<file path="config.mk">
export PLATFORM = sky130hd
export DESIGN_NAME = tmr_pin_unit
export DESIGN_NICKNAME = d
export VERILOG_FILES = /design/src/rtl/tpin_pkg.sv /design/src/rtl/tpin_sync.sv /design/src/rtl/tpin_event.sv /design/src/rtl/tpin_drive.sv /design/src/rtl/tmr_pin_unit.sv
export SDC_FILE = /design/constraint.sdc
export NUM_CORES = 1
export LEC_CHECK = 0
export ABC_AREA = 0
export BUFFER_PORTS_ARGS = -buffer_cell sky130_fd_sc_hd__clkbuf_2
export CAP_MARGIN = 20
export CORE_MARGIN = 5
export CORE_UTILIZATION = 39
export CTS_BUF_LIST = sky130_fd_sc_hd__clkbuf_4 sky130_fd_sc_hd__clkbuf_8
export DETAILED_ROUTE_END_ITERATION = 12
export HOLD_SLACK_MARGIN = 0.05
export PLACE_DENSITY_LB_ADDON = 0.3
export SLEW_MARGIN = 20
export SYNTH_ARGS = -nofsm -noshare
export SYNTH_HDL_FRONTEND = slang
export SYNTH_SLANG_ARGS = --single-unit
</file>
<file path="constraint.sdc">
create_clock -name clk -period 1.5 [get_ports clk]
set_input_delay 0.225 -clock clk [delete_from_list [all_inputs] [get_ports clk]]
set_output_delay 0.225 -clock clk [all_outputs]
set_load 0.01 [all_outputs]
</file>
<file path="src/rtl/tpin_pkg.sv">
package tpin_pkg;
  localparam int FN_LSB   = 0;
  localparam int OUT_LSB  = 4;
  localparam int IE_BIT   = 8;
  localparam int OD_BIT   = 9;
  localparam int EDGE_LSB = 16;
  localparam int LVL_BIT  = 8;
  localparam logic [31:0] MODE_WMASK = 32'h0003_0337;

  localparam logic [2:0] FN_OFF     = 3'd0;
  localparam logic [2:0] FN_CAPTURE = 3'd1;
  localparam logic [2:0] FN_GPIO    = 3'd4;

  typedef struct packed {
    logic oe;
    logic lvl;
  } drive_t;

  function automatic logic edge_match(logic [1:0] sel, logic cur, logic prv);
    return (sel[0] & cur & ~prv) | (sel[1] & ~cur & prv);
  endfunction

  function automatic drive_t drive_decode(logic [2:0] fn, logic [1:0] outf, logic od);
    drive_t d;
    d.lvl = outf[0];
    d.oe  = (fn == FN_GPIO) && outf[1] && !(od && outf[0]);
    return d;
  endfunction

  function automatic logic capture_armed(logic [2:0] fn);
    return (fn == FN_CAPTURE) || (fn == FN_GPIO);
  endfunction
endpackage

</file>
<file path="src/rtl/tpin_sync.sv">
module tpin_sync #(
  parameter int STAGES = 2
) (
  input  logic clk,
  input  logic rst_n,
  input  logic d,
  output logic q
);
  logic [STAGES-1:0] stg;

  generate
    for (genvar i = 0; i < STAGES; i++) begin : g_stage
      if (i == 0) begin : g_first
        always_ff @(posedge clk or negedge rst_n)
          if (!rst_n) stg[0] <= 1'b0;
          else        stg[0] <= d;
      end else begin : g_next
        always_ff @(posedge clk or negedge rst_n)
          if (!rst_n) stg[i] <= 1'b0;
          else        stg[i] <= stg[i-1];
      end
    end
  endgenerate

  assign q = stg[STAGES-1];
endmodule

</file>
<file path="src/rtl/tpin_event.sv">
module tpin_event
  import tpin_pkg::*;
#(
  parameter int FLAG_W = 4
) (
  input  logic              clk,
  input  logic              rst_n,
  input  logic              lvl,
  input  logic              armed,
  input  logic [1:0]        sel,
  input  logic [FLAG_W-1:0] clr,
  output logic [FLAG_W-1:0] flags,
  output logic              hit,
  output logic              prev
);
  logic [FLAG_W-1:0] set_vec;

  always_ff @(posedge clk or negedge rst_n)
    if (!rst_n) prev <= 1'b0;
    else        prev <= lvl;

  assign hit     = armed & edge_match(sel, lvl, prev);
  assign set_vec = {{(FLAG_W-1){1'b0}}, hit};

  always_ff @(posedge clk or negedge rst_n)
    if (!rst_n) flags <= '0;
    else        flags <= (flags & ~clr) | set_vec;
endmodule

</file>
<file path="src/rtl/tpin_drive.sv">
module tpin_drive
  import tpin_pkg::*;
(
  input  logic [2:0] fn,
  input  logic [1:0] outf,
  input  logic       od,
  output logic       pin_out,
  output logic       pin_oe
);
  drive_t d;

  always_comb begin
    d       = drive_decode(fn, outf, od);
    pin_out = d.lvl;
    pin_oe  = d.oe;
  end
endmodule

</file>
<file path="src/rtl/tmr_pin_unit.sv">
module tmr_pin_unit
  import tpin_pkg::*;
#(
  parameter int DATA_W      = 32,
  parameter int ADDR_W      = 4,
  parameter int MODE_OFS    = 0,
  parameter int STAT_OFS    = 4,
  parameter int SYNC_STAGES = 2,
  parameter int FLAG_W      = 4
) (
  input  logic              clk,
  input  logic              rst_n,
  input  logic              bus_wr,
  input  logic [ADDR_W-1:0] bus_addr,
  input  logic [DATA_W-1:0] bus_wdata,
  output logic [DATA_W-1:0] bus_rdata,
  input  logic              pin_in,
  output logic              pin_out,
  output logic              pin_oe,
  output logic              irq
);
  localparam logic [DATA_W-1:0] WMASK = DATA_W'(MODE_WMASK);

  logic [DATA_W-1:0] mode_q;
  logic [FLAG_W-1:0] flags_q;
  logic [FLAG_W-1:0] stat_clr;
  logic              mode_wr, stat_wr;
  logic              pin_sync, pin_prev, edge_hit;
  logic [2:0]        fn;

  assign mode_wr  = bus_wr && (bus_addr == ADDR_W'(MODE_OFS));
  assign stat_wr  = bus_wr && (bus_addr == ADDR_W'(STAT_OFS));
  assign stat_clr = stat_wr ? bus_wdata[FLAG_W-1:0] : '0;
  assign fn       = mode_q[FN_LSB +: 3];

  always_ff @(posedge clk or negedge rst_n)
    if (!rst_n)       mode_q <= '0;
    else if (mode_wr) mode_q <= bus_wdata & WMASK;

  tpin_sync #(.STAGES(SYNC_STAGES)) u_sync (
    .clk(clk), .rst_n(rst_n), .d(pin_in), .q(pin_sync)
  );

  tpin_event #(.FLAG_W(FLAG_W)) u_event (
    .clk(clk), .rst_n(rst_n), .lvl(pin_sync),
    .armed(capture_armed(fn)), .sel(mode_q[EDGE_LSB +: 2]),
    .clr(stat_clr), .flags(flags_q), .hit(edge_hit), .prev(pin_prev)
  );

  tpin_drive u_drive (
    .fn(fn), .outf(mode_q[OUT_LSB +: 2]), .od(mode_q[OD_BIT]),
    .pin_out(pin_out), .pin_oe(pin_oe)
  );

  assign irq = mode_q[IE_BIT] & (|flags_q);

  always_comb begin
    bus_rdata = '0;
    if (bus_addr == ADDR_W'(MODE_OFS)) begin
      bus_rdata = mode_q;
    end else if (bus_addr == ADDR_W'(STAT_OFS)) begin
      bus_rdata[FLAG_W-1:0] = flags_q;
      bus_rdata[LVL_BIT]    = pin_sync;
    end
  end
endmodule

</file>
Word level (Yosys, flattened, before mapping)
Index checks and enable logic that the tools add are counted.

Register bits: 16. Input bits: 40. Logic and storage cells: 36. Output and inout bits: 35.

Equal/unequal tests: 3. Muxes and demuxes: 7. Reductions and logical operators: 9. Bitwise logic cells: 12.

Operator list (number): 4-bit 2-to-1 mux (3); 9-bit 2-to-1 mux (1); 1-bit AND (6); 1-bit logical AND (5); 4-bit AND (1); 4-bit by 3-bit equality test with 1-bit output (second input constant) (1); 4-bit zero test (1); 4-bit NOT (1); 4-bit by 1-bit OR with 4-bit output (1); 4-bit OR reduction (1); 3-bit by 1-bit equality test with 1-bit output (second input constant) (1); 3-bit equality test (second input constant) (1); 1-bit 2-to-1 mux (2); 2-bit 2-to-1 mux (1); 1-bit NOT (2); 1-bit zero test (1); 1-bit logical OR (1); 1-bit OR (1).

Depth between registers and ports, before layout
Gate-level depths: netlist (run 1).

Word-level depth: 6. Gate-level depth with buffers: 3. Depth with buffers taken out: 3.

Cells and area by module
From an unflattened synthesis (run 1), not the netlist that was laid out.

Cell total of the unflattened synthesis: 86. Area total of the unflattened synthesis: 952.2 um^2.

By module, submodules not included: tmr_pin_unit (instances 1, cells an instance 68, seq. area each 225.2 um^2, area an instance 699.4 um^2); tpin_event (instances 1, cells an instance 13, seq. area each 125.1 um^2, area an instance 176.4 um^2); tpin_sync (instances 1, cells an instance 2, seq. area each 50.0 um^2, area an instance 50.0 um^2); tpin_drive (instances 1, cells an instance 3, seq. area each 0.0 um^2, area an instance 26.3 um^2).

Worst setup path before layout (run 1)
OpenSTA, ideal clock, no wires.

Path kind: input-to-reg. From: input port bus_addr[1]. To: register mode_q[0]. Data arrival time: 1.277 ns. Setup slack: 0.099 ns. Data required time: 1.375 ns. Stages: 3. Path buffers: 0. Library setup time: 0.125 ns. Path through: or3b_4 -> nor3_4 -> mux2_2.

Cells in the longest elaborated chain, start to end: 2.

Ends and longest elaborated chain: from (decl) (RTL line tmr_pin_unit.sv:14) `input logic [ADDR_W-1:0] bus_addr,`; 4-bit zero test (RTL line tmr_pin_unit.sv:31) `assign mode_wr = bus_wr && (bus_addr == ADDR_W'(MODE_OFS));`; 1-bit logical AND (RTL line tmr_pin_unit.sv:31); to (signal assigned) (RTL line tmr_pin_unit.sv:38) `else if (mode_wr) mode_q <= bus_wdata & WMASK;`; to (decl) (RTL line tmr_pin_unit.sv:24) `logic [DATA_W-1:0] mode_q;`.

Every way passes these cells. A chain may end at the register's enable or synchronous reset.

Worst setup path in the final report (run 1)
From: register u_event.flags[1]. To: output port irq.

Cells in the longest elaborated chain, start to end: 2.

Ends and longest elaborated chain: from (decl) (RTL line tpin_event.sv:12) `output logic [FLAG_W-1:0] flags,`; from (signal assigned) (RTL line tpin_event.sv:27) `else flags <= (flags & ~clr) | set_vec;`; 4-bit OR reduction (RTL line tmr_pin_unit.sv:55) `assign irq = mode_q[IE_BIT] & (|flags_q);`; 1-bit AND (RTL line tmr_pin_unit.sv:55); to (decl) (RTL line tmr_pin_unit.sv:20) `output logic irq`.

Every way passes these cells.

==> out/results.ini, run 1 <==
[status]
status=completed

[hold_path]
hold_start=bus_wdata[3]
hold_path_depth=2
hold_path.class=in2reg
hold_end=u_event.flags[3]$_DFF_PN0_

[setup_path]
worstRegToRegCells=4
slowest_stage=o41a_1
worstSetupPathType=reg2out
cp_num_buf_inv=1
rrSetupSlack_ns=0.45
worstSetupStartpointType=flop
cp_data_required_time_ns=1.27
cpPeakStageDelay_ns=0.41
cp.arrival_ns=1.22
path_delay_family=compound AO/OA/AOI/OAI gates
regToRegEndpoint=u_event.flags[0]$_DFF_PN0_
path_cells=o41a_1 > clkbuf_2
cp-end-kind=primary output
path_max_fanout=3
timing.rr.start=mode_q[2]$_DFFE_PN0P_

[finish]
area_delta_synth_final_pct=26.5
fin_util=0.518
diodes=0
drive_gt1_frac=0.452
mostFrequentLayoutCell=clkbuf_2
final_cells=152
final_cell_mix=29 x clkbuf_2, 22 x conb_1, 16 x dfrtp_1
nets=165

[pwr]
power_leakage_nw=0.594
ir_drop_mv=0.697
power_density_nw_per_um2=994

[synthesis]
ys_warn_count=0
syn_inst=82
netlist_area_sq_um=906
yosysSeqAreaShare=0.442
ys_ff_latch=16
syn_area_per_cell_sq_um=11.0
synthDistinctLibCells=22

[clock_network]
cts-root-buf=clkbuf_4
cts_made_buffers=3
clk_latency_ns=0.28
cts_tree=built
clk_pin_slew_ns=0.09
clockBufferDepth=2
h-tree-depth=1
cts.sinks=16

[route]
wl_per_cell_microns=12.3
dr.pass1.iters=4
vias=695
viasPerCell=4.57
antenna_left=0
drc=0
wirelength_mm=1.87
drt-initial-drc-count=8

[grt]
grt_pass1_wl_mm=2.91
grt_busiest_layer=met2
antenna_found_initial=0
grt.met1_usage=0.146
grt_max_degree=17
grt-ovfl-total=0
grtUsageMet3=0.0267
grt_pass1_vias=687
met2_usage=0.174
grtUsageTotal=0.109

[die]
start_util=0.410
die-width_microns=58.2
io_pins=75
core_area_sq_um=2210
die_height_microns=58.2
die_area_sq_um=3390
rows=17

[sta]
final_max_slew_viol_count=0
fmax_ghz=0.691
setup_tns_ns=0
finalSetupViolations=0
finalClockSkew_ns=0.000750
finalCriticalPeriod_ns=1.45
timing.final.ws_setup_ns=0.0533
grt_setup_unrepaired=true
fin_hold_ws_ns=0.109
hold_viol_final=0
min_period_over_period=0.964

[placement]
io_buffers=30
dp_hpwl_mm=1.51
pre_cts_slack_ns=-0.0265
place_inst=143
gp_congestion=0.742

[job]
cap_violations=0

==> cell families (layout without fill, tap and decap cells) <==
group | Yosys count | in the layout | share of synthesized area
AO/OA/AOI/OAI | 7 | 7 | 0.0635
XOR/XNOR | 1 | 1 | 0.00967
buffers and inverters | 23 | 44 | 0.186
flip-flops | 16 | 16 | 0.442
multiplexers | 13 | 13 | 0.156
other | 1 | 22 | 0.00414
AND/OR/NAND/NOR | 21 | 21 | 0.138
==> worst max path at each step <==
stage,startpoint,endpoint,depth (start not counted)
after floorplan,bus_addr[1],mode_q[0]$_DFFE_PN0P_,3
after global placement,bus_addr[3],bus_rdata[5],6
after detailed placement,bus_addr[3],bus_rdata[5],6
after CTS,mode_q[9]$_DFFE_PN0P_,pin_oe,2
after global routing,u_event.flags[2]$_DFF_PN0_,irq,2
final,u_event.flags[1]$_DFF_PN0_,irq,2
==> cells in the mapped netlist <==
master / instances / area, sq um
o41a_1: 1 / 11.3
clkbuf_1: 1 / 3.75
a2111oi_0: 1 / 8.76
a22o_1: 1 / 8.76
nand2_1: 3 / 11.3
nor3_1: 1 / 5.00
and3_1: 1 / 6.26
dfrtp_1: 16 / 400
or3_2: 1 / 7.51
and2_1: 5 / 31.3
nor3_4: 1 / 16.3
or3b_4: 1 / 11.3
mux2_2: 9 / 101
conb_1: 1 / 3.75
nand4_1: 1 / 6.26
buf_4: 22 / 165
nor2_1: 6 / 22.5
xnor2_1: 1 / 8.76
a21boi_0: 3 / 22.5
nor3b_1: 1 / 7.51
o22ai_1: 1 / 6.26
mux2i_1: 4 / 40.0
==> state kept, by name, indices dropped and copies added (netlist names) <==
name and cells:
mode_q 9, u_event.flags 4, u_event.prev 1, u_sync.q 1, u_sync.stg 1
==> metrics by stage <==
step | cell area (sq um) | total power, mW
floorplan | 985 | 0.766
global placement | 1050 | 0.825
detailed placement | 1050 | 0.837
CTS | 1120 | 1.14
global route | 1150 | 1.21
finish | 1150 | 1.14
==> what timing repair did <==
| action | in CTS | in global routing |
|---|---|---|
| buffers inserted | 0 | 3 |
| endpoints found under the setup margin | 6 | 7 |
| resized for setup | 3 | 3 |
| pin swaps | 2 | 1 |
| endpoints found under the hold margin | 17 | 0 |
| hold buffers | 2 | 0 |
==> layout make-up <==
type / instances / area, sq um
fill: 222 / 1070
multi-input combinational: 64 / 428
sequential: 16 / 400
timing repair buffer: 40 / 246
clock buffer: 4 / 36.3
tap: 28 / 35.0
==> power breakdown <==
part,total (mW),internal [mW],switching [mW]
clock network,0.280,0.148,0.132
logic,0.292,0.157,0.134
registers,0.567,0.505,0.0620
total,1.14,0.811,0.328
==> routing by layer <==
metal	part of all wire	wire length, microns	vias to the layer above
met3	0.14	257	0
met4	0	0	0
met1	0.42	778	325
met2	0.45	836	48
met5	0	0	-
li1	-	-	322
Note: power is estimated with default switching activity, not from simulation.
==> run 2, diff against run 1 <==
--- a/config.mk
+++ b/config.mk
@@ -6,12 +6,12 @@
 export NUM_CORES = 1
 export LEC_CHECK = 0
 export ABC_AREA = 0
-export BUFFER_PORTS_ARGS = -buffer_cell sky130_fd_sc_hd__clkbuf_2
 export CAP_MARGIN = 20
 export CORE_MARGIN = 5
-export CORE_UTILIZATION = 39
+export CORE_UTILIZATION = 45
 export CTS_BUF_LIST = sky130_fd_sc_hd__clkbuf_4 sky130_fd_sc_hd__clkbuf_8
 export DETAILED_ROUTE_END_ITERATION = 12
+export DONT_BUFFER_PORTS = 1
 export HOLD_SLACK_MARGIN = 0.05
 export PLACE_DENSITY_LB_ADDON = 0.3
 export SLEW_MARGIN = 20
==> out/results.ini, run 2 (synthesis gave the netlist of run 1 again) <==
[status]
status=completed

[job]
cap_violations=0  ; unchanged

[route]
antenna_left=0  ; unchanged
wl_met2_microns=869  ; +3.9%
vias=597  ; -14%
top_layer=met4
met1_length_microns=652  ; -16%
wirelength_mm=1.80  ; -3.7%
drt-initial-drc-count=6  ; -2
wl_met3_microns=249  ; -3.1%
viasPerCell=4.81  ; +5.3%
wl_per_cell_microns=14.5  ; +18%
dr.pass1.iters=4  ; unchanged
drc=0  ; unchanged

[sta]
hold_viol_final=0  ; unchanged
finalSetupViolations=0  ; unchanged
setup_tns_ns=0  ; unchanged
fmax_ghz=0.691  ; about the same
finalClockSkew_ns=0.00556  ; +0.00481 ns
min_period_over_period=0.965  ; about the same
final_max_slew_viol_count=0  ; unchanged
timing.final.ws_setup_ns=0.0531  ; -0.000229 ns
fin_hold_ws_ns=0.0832  ; -0.0261 ns
tightestPinTransition_ns=0.702
grt_setup_unrepaired=false
finalCriticalPeriod_ns=1.45  ; +0.000229 ns
relSlewSlack=0.530

[pwr]
p_int_uw=789  ; -2.7%
ir_drop_mv=0.699  ; +0.30%
pwr-share-comb=0.219  ; -0.037
pwr-share-seq=0.527  ; +0.029
power_density_nw_per_um2=1090  ; +9.2%
power_leakage_nw=0.471  ; -21%
p_sw_frac=0.285  ; -0.00335
p_clk_frac=0.253  ; +0.007
p_sw_uw=314  ; -4.3%

[clock_network]
cts_tree=built
clk_pin_slew_ns=0.09  ; about the same
clockBufferDepth=2  ; unchanged
h-tree-depth=1  ; unchanged
cts-root-buf=clkbuf_4
cts_made_buffers=3  ; unchanged
cts.sinks=16  ; unchanged
clk_latency_ns=0.28  ; about the same

[placement]
place_inst=113  ; -21%
gp_congestion=0.674  ; -9.2%
dp_hpwl_mm=1.46  ; -3.2%
io_buffers=0  ; -100%
pre_cts_slack_ns=0.0925  ; +0.119 ns

[setup_path]
timing.rr.start=mode_q[2]$_DFFE_PN0P_
worstSetupPathType=reg2out
regToRegEndpoint=u_event.flags[0]$_DFF_PN0_
path_max_fanout=2  ; -1
worstSetupStartpointType=flop
cp_data_required_time_ns=1.27  ; about the same
cp-end-kind=primary output
worstRegToRegCells=4  ; unchanged
rrSetupSlack_ns=0.47  ; +0.02 ns
cp.arrival_ns=1.22  ; about the same

[finish]
largest_reg_flops=9  ; unchanged
regMostFlops=mode_q
diodes=0  ; unchanged
fin_util=0.523  ; +0.00510
drive_gt1_frac=0.268  ; -0.184
nets=138  ; -16%
largest_registers=mode_q: 9 flops, u_event.flags: 4 flops
final_cells=124  ; -18%
fill_cells=181  ; -18%
area_delta_synth_final_pct=12.2
mostFrequentLayoutCell=conb_1
final_cell_mix=22 x conb_1, 15 x dfrtp_1, 9 x mux2_2

[hold_path]
hold_path_depth=1  ; -1
hold_end=mode_q[16]$_DFFE_PN0P_
hold_start=bus_wdata[16]
hold_path.class=in2reg

[grt]
grt_pass1_wl_mm=2.77  ; -4.7%
antenna_found_initial=0  ; unchanged
grt_pass1_vias=589  ; -14%
grt_max_degree=17  ; unchanged
grtUsageTotal=0.134  ; +0.0247
grt-ovfl-total=0  ; unchanged

[die]
die-width_microns=54.9  ; -5.7%
core_area_sq_um=1940  ; -12%
die_height_microns=54.9  ; -5.7%
die_area_sq_um=3010  ; -11%
io_pins=75  ; unchanged
rows=16  ; -1
start_util=0.466  ; +0.0570

==> run 2: per-stage QoR <==
step           instance area [sq um]  total power, mW
6_report                        1020             1.10
5_1_grt                         1020             1.17
4_1_cts                         1000             1.10
3_5_place_dp                     895            0.776
3_3_place_gp                     895            0.767
2_1_floorplan                    985            0.766
==> run 2: layout make-up <==
type,instances,area (sq um),area share
clock buffers,4,36.3,0.0357
multi-input cells,64,434,0.427
flip-flops and latches,16,402,0.395
well taps,27,33.8,0.0333
repair buffers,13,110,0.108
==> run 2: what timing repair did <==
action | in CTS | in global routing
setup endpoints to repair | 1 | 1
setup buffers | 0 | 2
resized for setup | 4 | 0
hold buffers | 5 | 0
endpoints found under the hold margin | 20 | 0
pin swaps | 1 | 0
==> run 2: how the worst max path moves through the flow <==
stage	start	end	slack (ns)	cells after the start
CTS	mode_q[9]$_DFFE_PN0P_	pin_oe	0.03	2
finish	mode_q[2]$_DFFE_PN0P_	pin_oe	0.05	3
detailed placement	bus_addr[1]	mode_q[17]$_DFFE_PN0P_	0.09	4
global placement	bus_addr[1]	mode_q[8]$_DFFE_PN0P_	0.11	4
global route	mode_q[2]$_DFFE_PN0P_	pin_oe	0.004	3
floorplan	bus_addr[1]	mode_q[0]$_DFFE_PN0P_	0.1	3
==> run 2: worst max-delay path, cell delays in order, from the launching register on <==
cell and delay, ns:
dfrtp_1 0.36, nand2_1 0.09, a2111oi_4 0.32, buf_4 0.17
==> run 2: power by group through the flow <==
stage | Combinational (mW) | Sequential (mW) | Clock [mW]
after CTS | 0.223 | 0.586 | 0.290
after global routing | 0.275 | 0.595 | 0.304
after floorplan | 0.204 | 0.562 | 0
after detailed placement | 0.195 | 0.581 | 0
after global placement | 0.190 | 0.577 | 0
final | 0.242 | 0.582 | 0.279
==> run 2: routing by layer <==
layer | vias to the layer above | track usage
li1 | 267 | -
met3 | 4 | 0.0436
met2 | 35 | 0.209
met1 | 291 | 0.155
met4 | 0 | 0.0871
met5 | - | 0
